===== src/rtl/seq_mul.sv =====
module seq_mul #(
  parameter int W = 32
) (
  input  logic         clk,
  input  logic         rst_n,
  input  logic         start,
  input  logic         sgn,
  input  logic [W-1:0] a,
  input  logic [W-1:0] b,
  output logic         busy,
  output logic         done,
  output logic [W-1:0] hi,
  output logic [W-1:0] lo
);
  localparam int CW = (W > 1) ? $clog2(W) : 1;

  logic [2*W-1:0] acc;
  logic [W-1:0]   mcand;
  logic [CW-1:0]  cnt;
  logic           sgn_r;

  logic           last;
  logic [W:0]     hx, mx, sum;

  assign last = (cnt == CW'(W-1));
  assign hx   = {sgn_r & acc[2*W-1], acc[2*W-1:W]};
  assign mx   = {sgn_r & mcand[W-1], mcand};

  always_comb begin
    sum = hx;
    if (acc[0]) sum = (sgn_r && last) ? hx - mx : hx + mx;
  end

  always_ff @(posedge clk) begin
    if (!rst_n) begin
      acc   <= '0;
      mcand <= '0;
      cnt   <= '0;
      sgn_r <= 1'b0;
      busy  <= 1'b0;
      done  <= 1'b0;
    end else begin
      done <= 1'b0;
      if (!busy) begin
        if (start) begin
          acc   <= {{W{1'b0}}, b};
          mcand <= a;
          sgn_r <= sgn;
          cnt   <= '0;
          busy  <= 1'b1;
        end
      end else begin
        acc <= {sum, acc[W-1:1]};
        cnt <= cnt + 1'b1;
        if (last) begin
          busy <= 1'b0;
          done <= 1'b1;
        end
      end
    end
  end

  assign hi = acc[2*W-1:W];
  assign lo = acc[W-1:0];

  a_r1_start_busy: assert property (@(posedge clk) disable iff (!rst_n)
    (start && !busy) |=> busy);
  a_r2_done_ends_busy: assert property (@(posedge clk) disable iff (!rst_n)
    done |-> (!busy && $past(busy)));
  a_r3_done_pulse: assert property (@(posedge clk) disable iff (!rst_n)
    done |=> !done);
  a_r6_start_ignored: assert property (@(posedge clk) disable iff (!rst_n)
    (start && busy && !last) |=> (busy && $stable(mcand)));
  a_r7_hold_idle: assert property (@(posedge clk) disable iff (!rst_n)
    (!busy && !start) |=> $stable({hi, lo}));
endmodule


===== config.mk =====
export PLATFORM = sky130hd
export DESIGN_NAME = seq_mul
export DESIGN_NICKNAME = d
export VERILOG_FILES = /design/src/rtl/seq_mul.sv
export SDC_FILE = /design/constraint.sdc
export NUM_CORES = 1
export LEC_CHECK = 0
export BUFFER_PORTS_ARGS = -buffer_cell sky130_fd_sc_hd__buf_2
export CAP_MARGIN = 20
export CORE_ASPECT_RATIO = 0.8
export CORE_MARGIN = 2
export CORE_UTILIZATION = 45
export DETAILED_ROUTE_END_ITERATION = 6
export PLACE_DENSITY = 0.67
export SETUP_SLACK_MARGIN = 0.5
export SKIP_LAST_GASP = 1
export SLEW_MARGIN = 20
export SYNTH_ARGS = -nofsm -noshare
export SYNTH_HDL_FRONTEND = slang
export SYNTH_SLANG_ARGS = --single-unit
export TNS_END_PERCENT = 20

===== constraint.sdc =====
create_clock -name clk -period 5.7 [get_ports clk]
set_input_delay 1.14 -clock clk [delete_from_list [all_inputs] [get_ports clk]]
set_output_delay 1.14 -clock clk [all_outputs]
set_load 0.01 [all_outputs]

==> results.sh, run 1 <==
export IMPL_n_antenna_cell=0
export IMPL_gp_congestion=0.901
export IMPL_grt_max_degree=111
export IMPL_p_leak_nw=3.63
export IMPL_dieArea_um2=16100
export IMPL_yosys_warnings=0
export IMPL_ant_nets=0
export IMPL_synthCells=846
export IMPL_tritoncts="yes"
export IMPL_clk_latency_ps=360
export IMPL_synth_edf_count=0
export IMPL_grt_pass1_wl_mm=27.3
export IMPL_crit_buf_inv=0
export IMPL_worst_hold_startpoint="mcand[27]"
export IMPL_grt_pass1_vias=5392
export IMPL_holdPathStages=2
export IMPL_first_iter_violations=343
export IMPL_ir_worst_vdd_mv=0.259
export IMPL_rsz0062_at_grt="false"
export IMPL_seqCellArea_um2=2090
export IMPL_post_cts_buffers=0
export IMPL_cp_max_fo=7
export IMPL_cp_data_arrival_time_ps=5100
export IMPL_p_total_w=0.00194
export IMPL_multi_input_area_um2=4440
export IMPL_maxCapViolations=0
export IMPL_totalWireLength_mm=16.8
export IMPL_pwr_share_comb_pct=24.8
export IMPL_initial_core_util_pct=45.6
export IMPL_cts_root_buf="clkbuf_16"
export IMPL_syn_area_per_cell_um2=8.01
export IMPL_crit_type="reg2reg"
export IMPL_yosysTopAreaCell="dfxtp_1"
export IMPL_required_ps=5950
export IMPL_finalSetupViolations=0
export IMPL_synth_flop_cell="dfxtp_1"
export IMPL_die_x_um=141
export IMPL_path_cells="or4_4 -> or3_4 -> or4_4 -> nor2_2 -> nand2_1 -> o41ai_2 -> xor2_1 -> ha_1 -> a21o_1 -> a21o_1 -> a21o_1 -> a21o_1 -> a21oi_1 -> nor2_1 -> a211o_1 -> a21oi_1 -> xor2_1 -> a21oi_1"
export IMPL_status="complete, no violations"
export IMPL_path_common_cell="a21o_1"
export IMPL_min_path_type="reg2reg"
export IMPL_start_kind="flop"
export IMPL_end_kind="flop"
export IMPL_r2r_start="mcand[2]"
export IMPL_fin_crit_ps=4850
export IMPL_p_int_w=0.00133
export IMPL_rr_endpoint="acc[61]"
export IMPL_hold_end="mcand[27]"
export IMPL_path_clk_slew_ps=70
export IMPL_syn_nets=950
export IMPL_clockBufferDepth=2
export IMPL_drive_above_1_share_pct=19.2
export IMPL_grt_total_usage_pct=21.1
export IMPL_synth_seq_area_share_pct=30.7
export IMPL_netlist_area_um2=6780
export IMPL_crit_family="compound AO/OA/AOI/OAI gates"
export IMPL_netlist_area_leader_share_pct=30.7
export IMPL_async_flop_share_pct=0
export IMPL_r2r_cells=18
export IMPL_crit_slowest_cell="or4_4"
export IMPL_routedWlPerCell_um=14.7
export IMPL_totalNegativeSetupSlack_ps=0
export IMPL_worst_slew_pin_slew_ps=958
export IMPL_clock_sinks=104
export IMPL_synth_distinct_cells=57
export IMPL_synthTopCellsByCount="nand2_1 (128), dfxtp_1 (104), a21oi_1 (66)"
export IMPL_synth_most_common_cell="nand2_1"
export IMPL_overflow=0
export IMPL_post_cts_resized=0
export IMPL_p_clk_share_pct=33.6
export IMPL_p_sw_share_pct=31.3
export IMPL_clock_fmax_mhz=206
export IMPL_viasPerCell=5.36
export IMPL_htreeDepth=3
export IMPL_io_buffers=133
export IMPL_slew_headroom_pct=36.1
export IMPL_slowest_delay_ps=560
export IMPL_drtPass1Iterations=6
export IMPL_p_sw_w=0.000605
export IMPL_io_pins=134
export IMPL_core_area_um2=14900
export IMPL_syn_to_final_growth_pct=16.2
export IMPL_fin_crit_sh_pct=85.1
export IMPL_antenna_found_initial=0
export IMPL_netlist_top_cells_area="dfxtp_1 (31%), nand2_1 (7.1%), ha_1 (6.5%)"
export IMPL_p_per_area_nw_per_um2=246
export IMPL_num_fill_cells=1504
export IMPL_report_final_slew_viol_count=0
export IMPL_cts_hold_buf=0
export IMPL_rrSetupSlack_ps=850
export IMPL_finalHoldViolCount=0
export IMPL_dp_hpwl_mm=12.2
export IMPL_dieHeight_um=114
export IMPL_ys_ff_latch=104
export IMPL_cts_made_buffers=9
export IMPL_clock_skew_ps=7.45
export IMPL_rows=40
export IMPL_p_seq_share_pct=41.5
export IMPL_dr_total_vias=6120
export IMPL_drc=0
export IMPL_nNetsFinal=1051
power by group through the flow:
stage | Clock, W | Combinational [W] | Sequential, W
2_1_floorplan | 0 | 0.000351 | 0.000820
3_3_place_gp | 0 | 0.000474 | 0.000819
3_5_place_dp | 0 | 0.000478 | 0.000821
4_1_cts | 0.000669 | 0.000480 | 0.000804
5_1_grt | 0.000702 | 0.000541 | 0.000811
6_report | 0.000651 | 0.000481 | 0.000804
area by class of cell:
class | instances | share of cell area [%]
timing repair buffer | 141 | 9.22
clock inverter | 6 | 0.953
inverter | 20 | 0.953
clock buffer | 10 | 3.04
sequential | 104 | 26.5
tap | 189 | 3.00
multi-input combinational | 671 | 56.3
placed cells by master (no fill, tap or decap), types with 3 or more instances in the layout:
cell type and n:
o21ai_1 4, and3_1 9, a21oi_1 66, a21boi_0 34, o21a_1 3, xor2_1 28, o31ai_1 6, and2_1 35
dfxtp_1 103, nor2b_1 24, nor3_1 9, inv_1 20, ha_1 35, clkbuf_16 9, nand4_1 4, a22oi_1 15
buf_4 8, nor3b_1 15, mux2i_1 35, nand2_1 128, a21o_1 19, buf_2 133, mux2_2 13, nand2b_1 10
o21ai_0 62, a31oi_1 10, nand3_1 5, nor2_1 31, xnor2_1 33
per-stage QoR:
step / hold slack, ps / setup WS, ps / std cells / area, um^2 / util (%)
2_1_floorplan: 464 / 1260 / 846 / 6780 / -
4_1_cts: 501 / 897 / 1141 / 7870 / 52.9
3_5_place_dp: 491 / 926 / 1125 / 7550 / 50.8
6_report: 498 / 852 / 1141 / 7870 / 53.0
3_3_place_gp: 485 / 1010 / 1125 / 7550 / 50.8
5_1_grt: 533 / 574 / 1141 / 7870 / 53.0
worst max path at each step:
stage / to / cells past startpoint / startpoint / slack, ps
floorplan: acc[61] / 19 / mcand[2] / 1260
global placement: acc[61] / 18 / mcand[2] / 1010
detailed placement: acc[61] / 18 / mcand[2] / 930
CTS: acc[61] / 18 / mcand[2] / 900
global route: acc[61] / 18 / mcand[2] / 570
finish: acc[61] / 18 / mcand[2] / 850
registers in the layout, indices dropped and copies added, names as in the netlist:
| name | flops |
|---|---|
| acc | 64 |
| busy | 1 |
| cnt | 5 |
| done | 1 |
| mcand | 32 |
| sgn_r | 1 |
worst min-delay path, cell delays in order (launching register included):
cell and delay (ps):
dfxtp_1 330, nand2_1 60, a21boi_0 60
layer usage:
layer  up-vias  part of all wire, %  GRT usage [%]
li1       3155                    -              -
met1      2770                   53           32.1
met3        19                  6.4           4.95
met5         -                    0              0
met2       176                   39           29.6
met4         0                  1.4           5.53
logic make-up (layout without fill, tap and decap cells):
| family | after synthesis | count (layout) | synth area share [%] |
|---|---|---|---|
| and+or+nand+nor | 283 | 283 | 21.0 |
| adders and majority gates | 36 | 36 | 6.76 |
| xor gates and xnor gates | 61 | 61 | 7.88 |
| muxes | 48 | 48 | 7.33 |
| AOI/OAI and AO/OA | 243 | 243 | 22.3 |
| buffers and inverters | 71 | 177 | 3.93 |
| DFF | 104 | 104 | 30.7 |
(Power assumes the default switching activity.)
==> run 2, diff against run 1 <==
Settings changed: CTS_CLUSTER_SIZE set to 20, MAX_ROUTING_LAYER set to met4.
==> run 2 against run 1 <==
Power hardly changed. Sequential share of layout area stayed put. Register-to-register slack better by 30 ps. Hold slack better by 1.9 ps. First-iteration DRC count is 17% lower. Highest routed layer unchanged.
==> results.sh, run 2 (synthesis results as in run 1) <==
export IMPL_status="complete, no violations"
export IMPL_rows=40
export IMPL_dr_total_vias=6093
export IMPL_finalSetupViolations=0
export IMPL_clock_sinks=104
export IMPL_clock_skew_ps=7.29
export IMPL_io_buffers=133
export IMPL_cp_data_arrival_time_ps=5060
export IMPL_fin_crit_ps=4820
export IMPL_grt_total_usage_pct=21.4
export IMPL_syn_to_final_growth_pct=16.2
export IMPL_post_cts_buffers=0
export IMPL_end_kind="flop"
export IMPL_report_final_slew_viol_count=0
export IMPL_rr_endpoint="acc[61]"
export IMPL_viasPerCell=5.34
export IMPL_layout_common_cells="buf_2 (133), nand2_1 (128), dfxtp_1 (103)"
export IMPL_totalWireLength_mm=16.6
export IMPL_finalHoldViolCount=0
export IMPL_htreeDepth=3
export IMPL_dieHeight_um=114
export IMPL_mostFrequentLayoutCell="buf_2"
export IMPL_totalNegativeSetupSlack_ps=0
export IMPL_path_cells="or4_4 -> or3_4 -> or4_4 -> nor2_2 -> nand2_1 -> o41ai_2 -> xor2_1 -> ha_1 -> a21o_1 -> a21o_1 -> a21o_1 -> a21o_1 -> a21oi_1 -> nor2_1 -> a211o_1 -> a21oi_1 -> xor2_1 -> a21oi_1"
export IMPL_maxCapViolations=0
export IMPL_initial_core_util_pct=45.6
export IMPL_cp_max_fo=7
export IMPL_n_antenna_cell=0
export IMPL_p_leak_nw=3.63
export IMPL_first_iter_violations=285
export IMPL_worst_slew_pin_slew_ps=775
export IMPL_core_area_um2=14900
export IMPL_r2r_cells=18
export IMPL_clockBufferDepth=2
export IMPL_r2r_start="mcand[2]"
export IMPL_crit_buf_inv=0
export IMPL_setup_ws_ps=881
export IMPL_dp_hpwl_mm=12.0
export IMPL_io_pins=134
export IMPL_drc=0
export IMPL_slew_headroom_pct=48.3
export IMPL_dieArea_um2=16100
export IMPL_grt_pass1_wl_mm=26.8
export IMPL_slowest_delay_ps=560
export IMPL_clk_latency_ps=350
export IMPL_worst_hold_startpoint="mcand[29]"
export IMPL_fin_crit_sh_pct=84.5
export IMPL_crit_slowest_cell="or4_4"
export IMPL_crit_type="reg2reg"
export IMPL_path_clk_slew_ps=70
export IMPL_rsz0062_at_grt="false"
export IMPL_post_place_cells=1125
export IMPL_path_common_cell="a21o_1"
export IMPL_worst_path_stages=18
export IMPL_instances_no_fill=1141
export IMPL_required_ps=5940
export IMPL_die_x_um=141
export IMPL_drtPass1Iterations=4
export IMPL_holdPathStages=2
export IMPL_routedWlPerCell_um=14.5
export IMPL_gp_congestion=0.905
export IMPL_post_cts_resized=0
export IMPL_largestRegisters="acc x64, mcand x32, cnt x5"
export IMPL_hold_end="mcand[29]"
export IMPL_largest_reg_flops=64
export IMPL_cts_hold_buf=0
export IMPL_crit_family="compound AO/OA/AOI/OAI gates"
export IMPL_rrSetupSlack_ps=880
export IMPL_utilization_pct=53.0
export IMPL_num_fill_cells=1440
export IMPL_tritoncts="yes"
export IMPL_cts_root_buf="clkbuf_16"
export IMPL_placed_cell_area_um2=7550
export IMPL_p_per_area_nw_per_um2=246
export IMPL_grt_max_degree=82
export IMPL_post_place_ws_ps=931
export IMPL_clock_fmax_mhz=208
export IMPL_stdcell_area_um2=7870
export IMPL_grt_pass1_vias=5393
export IMPL_overflow=0
export IMPL_antenna_found_initial=0
export IMPL_start_kind="flop"
export IMPL_cts_made_buffers=9
export IMPL_largest_register="acc"
export IMPL_nNetsFinal=1051
export IMPL_ant_nets=0
export IMPL_min_path_type="reg2reg"
export IMPL_drive_above_1_share_pct=19.2
export IMPL_ir_worst_vdd_mv=0.202
-- run 2: metrics by stage --
stage	power, W	hold WS, ps
6_report	0.00193	500
5_1_grt	0.00206	524
4_1_cts	0.00195	502
3_5_place_dp	0.00130	492
3_3_place_gp	0.00129	485
2_1_floorplan	0.00117	464
-- run 2: power breakdown --
part           total, W  switching [W]  internal (W)
Clock          0.000652       0.000293      0.000359
Sequential     0.000808      0.0000452      0.000763
Combinational  0.000474       0.000265      0.000209
Total           0.00193       0.000604       0.00133
-- run 2: routing by layer --
layer | vias to the layer above | GRT usage, % | part of all wire [%] | routed length [um]
met5 | - | - | 0 | 0
met4 | 0 | 5.20 | 1.1 | 180
met3 | 13 | 5.75 | 7.9 | 1310
met2 | 192 | 30.3 | 39 | 6540
met1 | 2719 | 30.2 | 52 | 8540
li1 | 3169 | - | - | -
-- run 2: cell type report --
cell class                 count  area, um^2  area share (%)
clock buffer                  10         239            3.04
inverter                      20        75.1           0.953
tap                          189         236            3.00
clock inverter                 6        75.1           0.953
sequential                   104        2090            26.5
multi-input combinational    671        4440            56.3
timing repair buffer         141         726            9.22
-- run 2: worst reg2reg max path: stages, from the launching register on --
cell	delay (ps)
dfxtp_1	360
or4_4	560
or3_4	360
or4_4	440
nor2_2	170
nand2_1	150
o41ai_2	330
xor2_1	260
ha_1	360
a21o_1	210
a21o_1	160
a21o_1	180
a21o_1	170
a21oi_1	230
nor2_1	70
a211o_1	260
a21oi_1	180
xor2_1	170
a21oi_1	90
-- run 2: worst max-delay path by stage --
stage              from      end  slack, ps
2_1_floorplan  mcand[2]  acc[61]       1260
3_3_place_gp   mcand[2]  acc[61]       1030
3_5_place_dp   mcand[2]  acc[61]        930
4_1_cts        mcand[2]  acc[61]        910
5_1_grt        mcand[2]  acc[61]        540
6_report       mcand[2]  acc[61]        880
